File: src/rtl/pipe_hazard_pkg.sv
package pipe_hazard_pkg;

  // Raw producer hits found by the comparator datapath
  typedef struct packed {
    logic exLoadHit;   // load in execute targets a decode source
    logic exWriteHit;  // any writer in execute targets a decode source
    logic memLoadHit;  // load in memory stage targets a decode source
  } hz_hits_t;

  // Strobes handed to the pipeline registers
  typedef struct packed {
    logic pcWrite;
    logic ifidWrite;
    logic bubble;
    logic ifFlush;
  } hz_strobe_t;

endpackage

File: src/rtl/pipe_hazard_match.sv
module pipe_hazard_match
  import pipe_hazard_pkg::*;
#(
  parameter int REG_W = 5
) (
  input  logic             clk,
  input  logic             rst_n,
  input  logic             exMemRead,
  input  logic [REG_W-1:0] exRt,
  input  logic             exRegWrite,
  input  logic [REG_W-1:0] exDest,
  input  logic             memMemRead,
  input  logic [REG_W-1:0] memDest,
  input  logic [REG_W-1:0] idRs,
  input  logic [REG_W-1:0] idRt,
  output hz_hits_t         hits
);

  localparam int NUM_PROD = 3;
  localparam int NUM_SRC  = 2;

  logic [NUM_PROD-1:0]            prodValid;
  logic [NUM_PROD-1:0][REG_W-1:0] prodReg;
  logic [NUM_SRC-1:0][REG_W-1:0]  srcReg;
  logic [NUM_PROD-1:0]            prodHit;

  assign prodValid = {memMemRead, exRegWrite, exMemRead};
  assign prodReg   = {memDest, exDest, exRt};
  assign srcReg    = {idRt, idRs};

  for (genvar p = 0; p < NUM_PROD; p++) begin : g_prod
    logic [NUM_SRC-1:0] srcEq;
    for (genvar s = 0; s < NUM_SRC; s++) begin : g_src
      assign srcEq[s] = (prodReg[p] == srcReg[s]);
    end
    // register zero is hard-wired and never a real dependency
    assign prodHit[p] = prodValid[p] && (prodReg[p] != '0) && (|srcEq);
  end

  assign hits.exLoadHit  = prodHit[0];
  assign hits.exWriteHit = prodHit[1];
  assign hits.memLoadHit = prodHit[2];

  // a zero-numbered producer never reports a hit
  assert_zero_reg_no_hit_R6: assert property (@(posedge clk) disable iff (!rst_n)
    (exRt == '0 && exDest == '0 && memDest == '0) |-> (hits == '0));

  // a load in execute naming a decode source always reports a hit
  assert_load_hit_R1: assert property (@(posedge clk) disable iff (!rst_n)
    (exMemRead && exRt != '0 && (exRt == idRs || exRt == idRt)) |-> hits.exLoadHit);

endmodule

File: src/rtl/pipe_hazard_fsm.sv
module pipe_hazard_fsm
  import pipe_hazard_pkg::*;
(
  input  logic       clk,
  input  logic       rst_n,
  input  hz_hits_t   hits,
  input  logic       idBranch,
  input  logic       idJump,
  input  logic       idTaken,
  output hz_strobe_t strobe
);

  logic branchHold;
  logic stall;
  logic redirect;

  // a decode-stage compare needs its operands before execute finishes
  assign branchHold = idBranch && (hits.exWriteHit || hits.memLoadHit);
  assign stall      = hits.exLoadHit || branchHold;
  assign redirect   = idJump || (idBranch && idTaken);

  always_comb begin
    strobe.pcWrite   = !stall;
    strobe.ifidWrite = !stall;
    strobe.bubble    = stall;
    // a held instruction is never squashed; the flush waits for release
    strobe.ifFlush   = redirect && !stall;
  end

  // flush and hold never hit the fetch/decode register together
  assert_flush_not_held_R9: assert property (@(posedge clk) disable iff (!rst_n)
    strobe.ifFlush |-> strobe.ifidWrite);

  // both front-end enables move together
  assert_enables_agree_R2: assert property (@(posedge clk) disable iff (!rst_n)
    strobe.pcWrite == strobe.ifidWrite);

  // a bubble is injected exactly when the front end is frozen
  assert_bubble_on_hold_R3: assert property (@(posedge clk) disable iff (!rst_n)
    strobe.bubble != strobe.pcWrite);

  // a branch meeting an execute-stage writer is held
  assert_branch_alu_hold_R4: assert property (@(posedge clk) disable iff (!rst_n)
    (idBranch && hits.exWriteHit) |-> !strobe.pcWrite);

  // a jump with no hazard squashes the fetched slot
  assert_jump_flush_R7: assert property (@(posedge clk) disable iff (!rst_n)
    (idJump && hits == '0) |-> strobe.ifFlush);

endmodule

File: src/rtl/pipe_hazard_ctrl.sv
module pipe_hazard_ctrl
  import pipe_hazard_pkg::*;
#(
  parameter int REG_W = 5
) (
  input  logic             clk,
  input  logic             rst_n,
  input  logic             exMemRead,
  input  logic [REG_W-1:0] exRt,
  input  logic             exRegWrite,
  input  logic [REG_W-1:0] exDest,
  input  logic             memMemRead,
  input  logic [REG_W-1:0] memDest,
  input  logic [REG_W-1:0] idRs,
  input  logic [REG_W-1:0] idRt,
  input  logic             idBranch,
  input  logic             idJump,
  input  logic             idTaken,
  output logic             pcWrite,
  output logic             ifidWrite,
  output logic             bubble,
  output logic             ifFlush
);

  hz_hits_t   hits;
  hz_strobe_t strobe;

  pipe_hazard_match #(.REG_W(REG_W)) u_match (
    .clk        (clk),
    .rst_n      (rst_n),
    .exMemRead  (exMemRead),
    .exRt       (exRt),
    .exRegWrite (exRegWrite),
    .exDest     (exDest),
    .memMemRead (memMemRead),
    .memDest    (memDest),
    .idRs       (idRs),
    .idRt       (idRt),
    .hits       (hits)
  );

  pipe_hazard_fsm u_ctrl (
    .clk      (clk),
    .rst_n    (rst_n),
    .hits     (hits),
    .idBranch (idBranch),
    .idJump   (idJump),
    .idTaken  (idTaken),
    .strobe   (strobe)
  );

  assign pcWrite   = strobe.pcWrite;
  assign ifidWrite = strobe.ifidWrite;
  assign bubble    = strobe.bubble;
  assign ifFlush   = strobe.ifFlush;

endmodule

File: config.mk
export PLATFORM = sky130hd
export DESIGN_NAME = pipe_hazard_ctrl
export DESIGN_NICKNAME = d
export VERILOG_FILES = /design/src/rtl/pipe_hazard_pkg.sv /design/src/rtl/pipe_hazard_match.sv /design/src/rtl/pipe_hazard_fsm.sv /design/src/rtl/pipe_hazard_ctrl.sv
export SDC_FILE = /design/constraint.sdc
export NUM_CORES = 1
export LEC_CHECK = 0
export BUFFER_PORTS_ARGS = -buffer_cell sky130_fd_sc_hd__buf_2
export CORE_MARGIN = 1
export CORE_UTILIZATION = 30
export DETAILED_ROUTE_END_ITERATION = 12
export PLACE_DENSITY = 0.64
export SYNTH_ARGS = -nofsm -noshare
export SYNTH_HDL_FRONTEND = slang
export SYNTH_SLANG_ARGS = --single-unit
File: constraint.sdc
create_clock -name vclk -period 4.7
set_input_delay 0.94 -clock vclk [all_inputs]
set_output_delay 0.94 -clock vclk [all_outputs]
set_load 0.005 [all_outputs]
==> Word-level counts from Yosys, hierarchy flattened <==
Index checks and enable logic that the tools add are counted.
{ "classes": {"eq_ne": 6, "n_reduce_logical": 19} }
{ "op_table": {"columns": ["cell", "n"], "rows": [
  ["== test 5 bit", 6],
  ["nonzero test 5 bit", 3],
  ["logical AND 1 bit", 9],
  ["OR reduction 2 bit", 3],
  ["logical OR 1 bit", 3],
  ["zero test 1 bit", 1]
]} }
{ "totals": {"register_bits": 0, "inputBits": 33, "word_cells": 25} }

==> Logic depth before layout (Yosys ltp) <==
Gate-level depths: netlist of run 1.
{ "logic_depth": {"depth_word": 8, "mapped_depth": 5} }

==> Cells and area by module <==
From an unflattened synthesis of run 1, not the netlist that was laid out.
{ "hier_totals": {"cells_unflattened": 58, "hier_area_um2": 417.9} }
{ "modules_own_cells": {"columns": ["module", "n_inst", "cells_per_inst", "area_each_um2"], "rows": [
  ["pipe_hazard_match", 1, 51, 375.4],
  ["pipe_hazard_fsm", 1, 7, 42.5]
]} }

==> Worst setup path before layout of run 1 <==
OpenSTA, ideal clock, no wires.
{ "synth_path": {"kind": "input to output", "startpoint": "in exRt[4]", "endpoint": "out ifFlush", "arrival_time_ns": 2.308, "t_required_ns": 3.760, "slack_ns": 1.452, "path_stages": 4, "cell_sequence": "or4_1 > o21a_1 > a222oi_1 > nor2b_1"} }
{ "synth_via": {"elab_chain_len": 6, "word_cells_on_any_way": 9, "classes_between": "eq/ne: 2; reduce/logical: 7"} }
{ "synth_rtl": {"columns": ["item", "line_no", "rtl"], "rows": [
  ["start: declaration", "pipe_hazard_ctrl.sv:9", "input logic [REG_W-1:0] exRt,"],
  ["== test 5 bit or nonzero test 5 bit (tied branches)", "pipe_hazard_match.sv:34, pipe_hazard_match.sv:37", null],
  ["OR reduction 2 bit or logical AND 1 bit (tied branches)", "pipe_hazard_match.sv:37", "assign prodHit[p] = prodValid[p] && (prodReg[p] != '0) && (|srcEq);"],
  ["logical AND 1 bit (*)", "pipe_hazard_match.sv:37", null],
  ["logical OR 1 bit (*)", "pipe_hazard_fsm.sv:19", "assign stall = hits.exLoadHit || branchHold;"],
  ["zero test 1 bit (*)", null, null],
  ["via ifidWrite", "pipe_hazard_ctrl.sv:20", "output logic ifidWrite,"],
  ["logical AND 1 bit (*)", "pipe_hazard_fsm.sv:27", "strobe.ifFlush = redirect && !stall;"],
  ["end: declaration", "pipe_hazard_ctrl.sv:22", "output logic ifFlush"]
]} }
Mark *: on every way through the listed nets, which the timed path passes. The rest lies on a longest branch.

==> Final worst setup path of run 1 <==
{ "layout_path": {"startpoint": "in exRt[4]", "endpoint": "out ifFlush"} }
{ "layout_via": {"elab_chain_len": 6, "word_cells_on_any_way": 9, "classes_between": "eq/ne: 2; reduce/logical: 7"} }
{ "layout_rtl": {"columns": ["item", "line_no"], "rows": [
  ["== test 5 bit or nonzero test 5 bit (tied branches)", "pipe_hazard_match.sv:34, pipe_hazard_match.sv:37"],
  ["OR reduction 2 bit or logical AND 1 bit (tied branches)", "pipe_hazard_match.sv:37"],
  ["logical AND 1 bit (*)", "pipe_hazard_match.sv:37"],
  ["logical OR 1 bit (*)", "pipe_hazard_fsm.sv:19"],
  ["zero test 1 bit (*)", "pipe_hazard_fsm.sv:27"],
  ["logical AND 1 bit (*)", "pipe_hazard_fsm.sv:27"]
]} }
Mark *: on every way between the ends. The rest lies on a longest branch, timed or not.

==> flow_summary.json, run 1 <==
{
  "cp-start-kind": "input port",
  "grt_pass1_vias": 450,
  "clock.fmax_ghz": 0.2867,
  "relSlewSlack_pct": 67.96,
  "final_core_util_pct": 46.25,
  "routed_wl_um": 1121,
  "criticalPathCategory": "in2out",
  "antenna_found_initial": 0,
  "synth.avg_cell_area_um2": 7.418,
  "cp_data_required_time_ps": 3760,
  "first_pass_iters": 5,
  "crit_path_end_kind": "output pin",
  "dieArea_um2": 1537,
  "globalplace.congestion": 0.7709,
  "grt_overflow": 0,
  "hold_violations": 0,
  "rsz0062_at_grt": "false",
  "nClkBuffers": 0,
  "seq_cells": 0,
  "p_clk_share_pct": 0,
  "wl_met2_um": 514,
  "initial_core_util_pct": 31.92,
  "arrival_ps": 2550,
  "critPathMaxFanout": 4,
  "power_switching_mw": 0.02685,
  "p_leak_nw": 0.2462,
  "nets": 125,
  "finalPower_mw": 0.05994,
  "swShare_pct": 44.79,
  "fin_crit_sh_pct": 74.22,
  "layout_commonest_cell": "buf_2",
  "maxCapViolCount": 0,
  "path_cells": "buf_2 -> or4_1 -> o21a_1 -> a222oi_1 -> nor2b_1 -> buf_2",
  "tightest_slew_ps": 480.6,
  "die_w_um": 39.21,
  "dp_hpwl_um": 1045,
  "drive_above_1_share_pct": 40.00,
  "critPathSlowestCell": "or4_1",
  "grt_max_degree": 5,
  "drtIter0Drc": 6,
  "dieHeight_um": 39.21,
  "cp_slowest_stage_delay_ps": 540,
  "p_comb_share_pct": 100.0,
  "p_int_mw": 0.03309,
  "ff_latch_area_um2": 0,
  "hold_class": "in2out",
  "syn_inst": 56,
  "post_drt_wl_per_cell_um": 10.68,
  "grt_use_total_pct": 16.80,
  "layout_common_cells": "buf_2, xnor2_1, nand3_1, nand2_1, o22ai_1",
  "setup_tns_ps": 0,
  "top_layer": "met3",
  "wl_met3_um": 83,
  "io_pins": 37,
  "dp_slack_ps": 1197,
  "worst_slack_ps": 1212,
  "grt_pass1_wl_um": 1814,
  "fin_area_um2": 601.8,
  "slew_violations": 0,
  "port_buffers": 35,
  "cts_setup_buffers": 0,
  "placeableCoreArea_um2": 1301,
  "place_area_um2": 601.8,
  "wl_met1_um": 523,
  "vias": 492,
  "drt-vias-per-instance": 4.686,
  "cp_top_family": "simple AND/OR/NAND/NOR gates",
  "yosysUniqueCellTypes": 14,
  "power.density_nw_per_um2": 99.60,
  "outcome": "complete, no violations",
  "postCtsResizedCells": 0,
  "postCtsHoldBufs": 0,
  "min_period_ps": 3488,
  "diodes": 0,
  "path_common_cell": "buf_2",
  "ys_warn_count": 0,
  "finalSetupViolCount": 0,
  "drc": 0,
  "syn_nets": 89,
  "critPathBufInv": 2,
  "pwr-share-seq_pct": 0,
  "final_antenna_net_count": 0,
  "synthesis.area_um2": 415.4,
  "vdd_ir_drop_max_uv": 42.32,
  "num_rows": 13,
  "area_delta_synth_final_pct": 44.88,
  "yosysSeqAreaShare_pct": 0
}
## final timing paths
kind	startpoint	end	slack (ps)	cells past startpoint
worst max-delay path	exRt[4]	ifFlush	1210	6
worst min-delay path	idJump	ifFlush	2180	4
## cell type report
cell class,instances,area (um^2)
timing repair buffer,35,175.2
tap,15,18.77
inverter,1,3.754
multi-input combinational,54,404.1
fill,159,699.4
## cell usage after synthesis
cell type / count / area [um^2]
o311a_2: 1 / 11.26
inv_1: 1 / 3.750
xnor2_1: 30 / 262.8
a222oi_1: 1 / 10.01
o22ai_1: 3 / 18.77
nand2_1: 6 / 22.52
o21a_1: 1 / 7.510
nor2b_1: 1 / 6.260
o311a_1: 1 / 10.01
or4_1: 1 / 7.510
or3_1: 2 / 12.51
a21oi_1: 1 / 5.000
buf_4: 1 / 7.510
nand3_1: 6 / 30.03
## metal layers
metal	GRT usage, %	vias up
met1	21.62	205
met5	0	-
li1	-	262
met2	32.50	25
met4	0	0
met3	0	0
## cell families after synthesis
| kind of cell | share of synthesized area, % |
|---|---|
| XOR/XNOR | 63.25 |
| AND/OR/NAND/NOR | 18.98 |
| buffers and inverters | 2.711 |
| AO/OA/AOI/OAI | 15.06 |
## stage by stage
| stage | cells | hold WS (ps) |
|---|---|---|
| after global placement | 105 | 2177 |
| after CTS | 105 | 2186 |
| after floorplan | 56 | 2021 |
| after detailed placement | 105 | 2186 |
| after global routing | 105 | 2248 |
| final | 105 | 2183 |
## power by group through the flow
| stage | Sequential, mW | Combinational (mW) | Clock (mW) |
|---|---|---|---|
| finish | 0 | 0.0599 | 0 |
| global route | 0 | 0.0670 | 0 |
| CTS | 0 | 0.0604 | 0 |
| detailed placement | 0 | 0.0601 | 0 |
| global placement | 0 | 0.0593 | 0 |
| floorplan | 0 | 0.0328 | 0 |
(Power assumes the default switching activity.)
==> run 2, diff against run 1 <==
- PLACE_DENSITY: 0.64 -> 0.67
- clock period: 4.7 -> 3.2 ns (I/O delays scaled with it)
==> flow_summary.json, run 2 (synthesized netlist as in run 1, its figures left out) <==
{
  "critPathSlowestCell": "or4_1",
  "grt_use_total_pct": 15.15,
  "min_period_ps": 2910,
  "cp-start-kind": "input port",
  "grt_overflow": 0,
  "dieArea_um2": 1537,
  "cp_top_family": "simple AND/OR/NAND/NOR gates",
  "finalPower_mw": 0.08688,
  "crit_path_end_kind": "output pin",
  "port_buffers": 35,
  "fin_crit_sh_pct": 90.92,
  "post_drt_wl_per_cell_um": 10.30,
  "globalplace.congestion": 0.7882,
  "nClkBuffers": 0,
  "ff_latch_area_um2": 0,
  "critPathBufInv": 2,
  "cp_slowest_stage_delay_ps": 520,
  "rsz0062_at_grt": "false",
  "hold_violations": 0,
  "grt_pass1_wl_um": 1628,
  "layout_common_cells": "buf_2, xnor2_1, nand3_1, nand2_1, o22ai_1",
  "outcome": "complete, no violations",
  "worst_hold_slack_ps": 1586,
  "drtIter0Drc": 3,
  "maxCapViolCount": 0,
  "postCtsHoldBufs": 0,
  "grt_max_degree": 5,
  "layout_commonest_cell": "buf_2",
  "seq_cells": 0,
  "drt-vias-per-instance": 4.676,
  "area_delta_synth_final_pct": 44.88,
  "grt_pass1_vias": 455,
  "p_leak_nw": 0.2462,
  "p_comb_share_pct": 100.0,
  "swShare_pct": 44.06,
  "num_rows": 13,
  "nFillCells": 142,
  "drc": 0,
  "slew_violations": 0,
  "postCtsResizedCells": 0,
  "dp_hpwl_um": 1042,
  "criticalPathCategory": "in2out",
  "drive_above_1_share_pct": 40.00,
  "critPathMaxFanout": 4,
  "finalSetupViolCount": 0,
  "final_antenna_net_count": 0,
  "routed_wl_um": 1082,
  "nets": 125,
  "dp_slack_ps": 280.7,
  "relSlewSlack_pct": 65.35,
  "diodes": 0,
  "p_int_mw": 0.04860,
  "pwr-share-seq_pct": 0,
  "path_cells": "buf_2 -> or4_1 -> o21a_1 -> a222oi_1 -> nor2b_1 -> buf_2",
  "dieHeight_um": 39.21,
  "worst_slack_ps": 290.5,
  "hold_class": "in2out",
  "vdd_ir_drop_max_uv": 59.37,
  "power_switching_mw": 0.03828,
  "cp_data_required_time_ps": 2560,
  "antenna_found_initial": 0,
  "power.density_nw_per_um2": 144.4,
  "die_w_um": 39.21,
  "clock.fmax_ghz": 0.3437,
  "p_clk_share_pct": 0,
  "dp.cells": 105,
  "fin_cells": 105,
  "initial_core_util_pct": 31.92,
  "placeableCoreArea_um2": 1301,
  "arrival_ps": 2270,
  "io_pins": 37,
  "setup_tns_ps": 0,
  "path_common_cell": "buf_2",
  "vias": 491,
  "cts_setup_buffers": 0,
  "tightest_slew_ps": 519.7,
  "first_pass_iters": 4
}
==> run 2: cell counts in the layout (fill, tap and decap cells not counted) <==
No cell type changed its count.
==> run 2: stage by stage <==
| stage | utilization (%) | cell area [um^2] |
|---|---|---|
| finish | 46.25 | 601.8 |
| global route | 46.25 | 601.8 |
| CTS | 46.25 | 601.8 |
| detailed placement | 46.25 | 601.8 |
| global placement | 46.25 | 601.8 |
| floorplan | - | 415.4 |
==> run 2: metal layers <==
metal	part of all wire [%]	up-vias	track usage, %
met1	43	205	17.23
li1	-	262	-
met5	0	-	0
met4	0	0	0
met3	9.3	0	0.5780
met2	48	24	31.67
==> run 2: final timing paths <==
check,start,endpoint,slack [ps],cells past startpoint
hold / removal,idJump,ifFlush,1590,4
setup / recovery,exRt[4],ifFlush,290,6
==> run 2: worst min-delay path, stage by stage <==
cell,delay [ps]
buf_2,80
a21oi_1,30
nor2b_1,80
buf_2,110
==> run 2: area by class of cell <==
type / count / area [um^2] / area share [%]
multi-input cells: 54 / 404.1 / 67.15
well taps: 15 / 18.77 / 3.119
inverters: 1 / 3.754 / 0.6237
repair buffers: 35 / 175.2 / 29.11
==> run 2: power groups by stage <==
stage | combinational, mW | sequential [mW] | clock, mW
floorplan | 0.0482 | 0 | 0
global placement | 0.0866 | 0 | 0
detailed placement | 0.0884 | 0 | 0
CTS | 0.0885 | 0 | 0
global route | 0.0970 | 0 | 0
finish | 0.0869 | 0 | 0
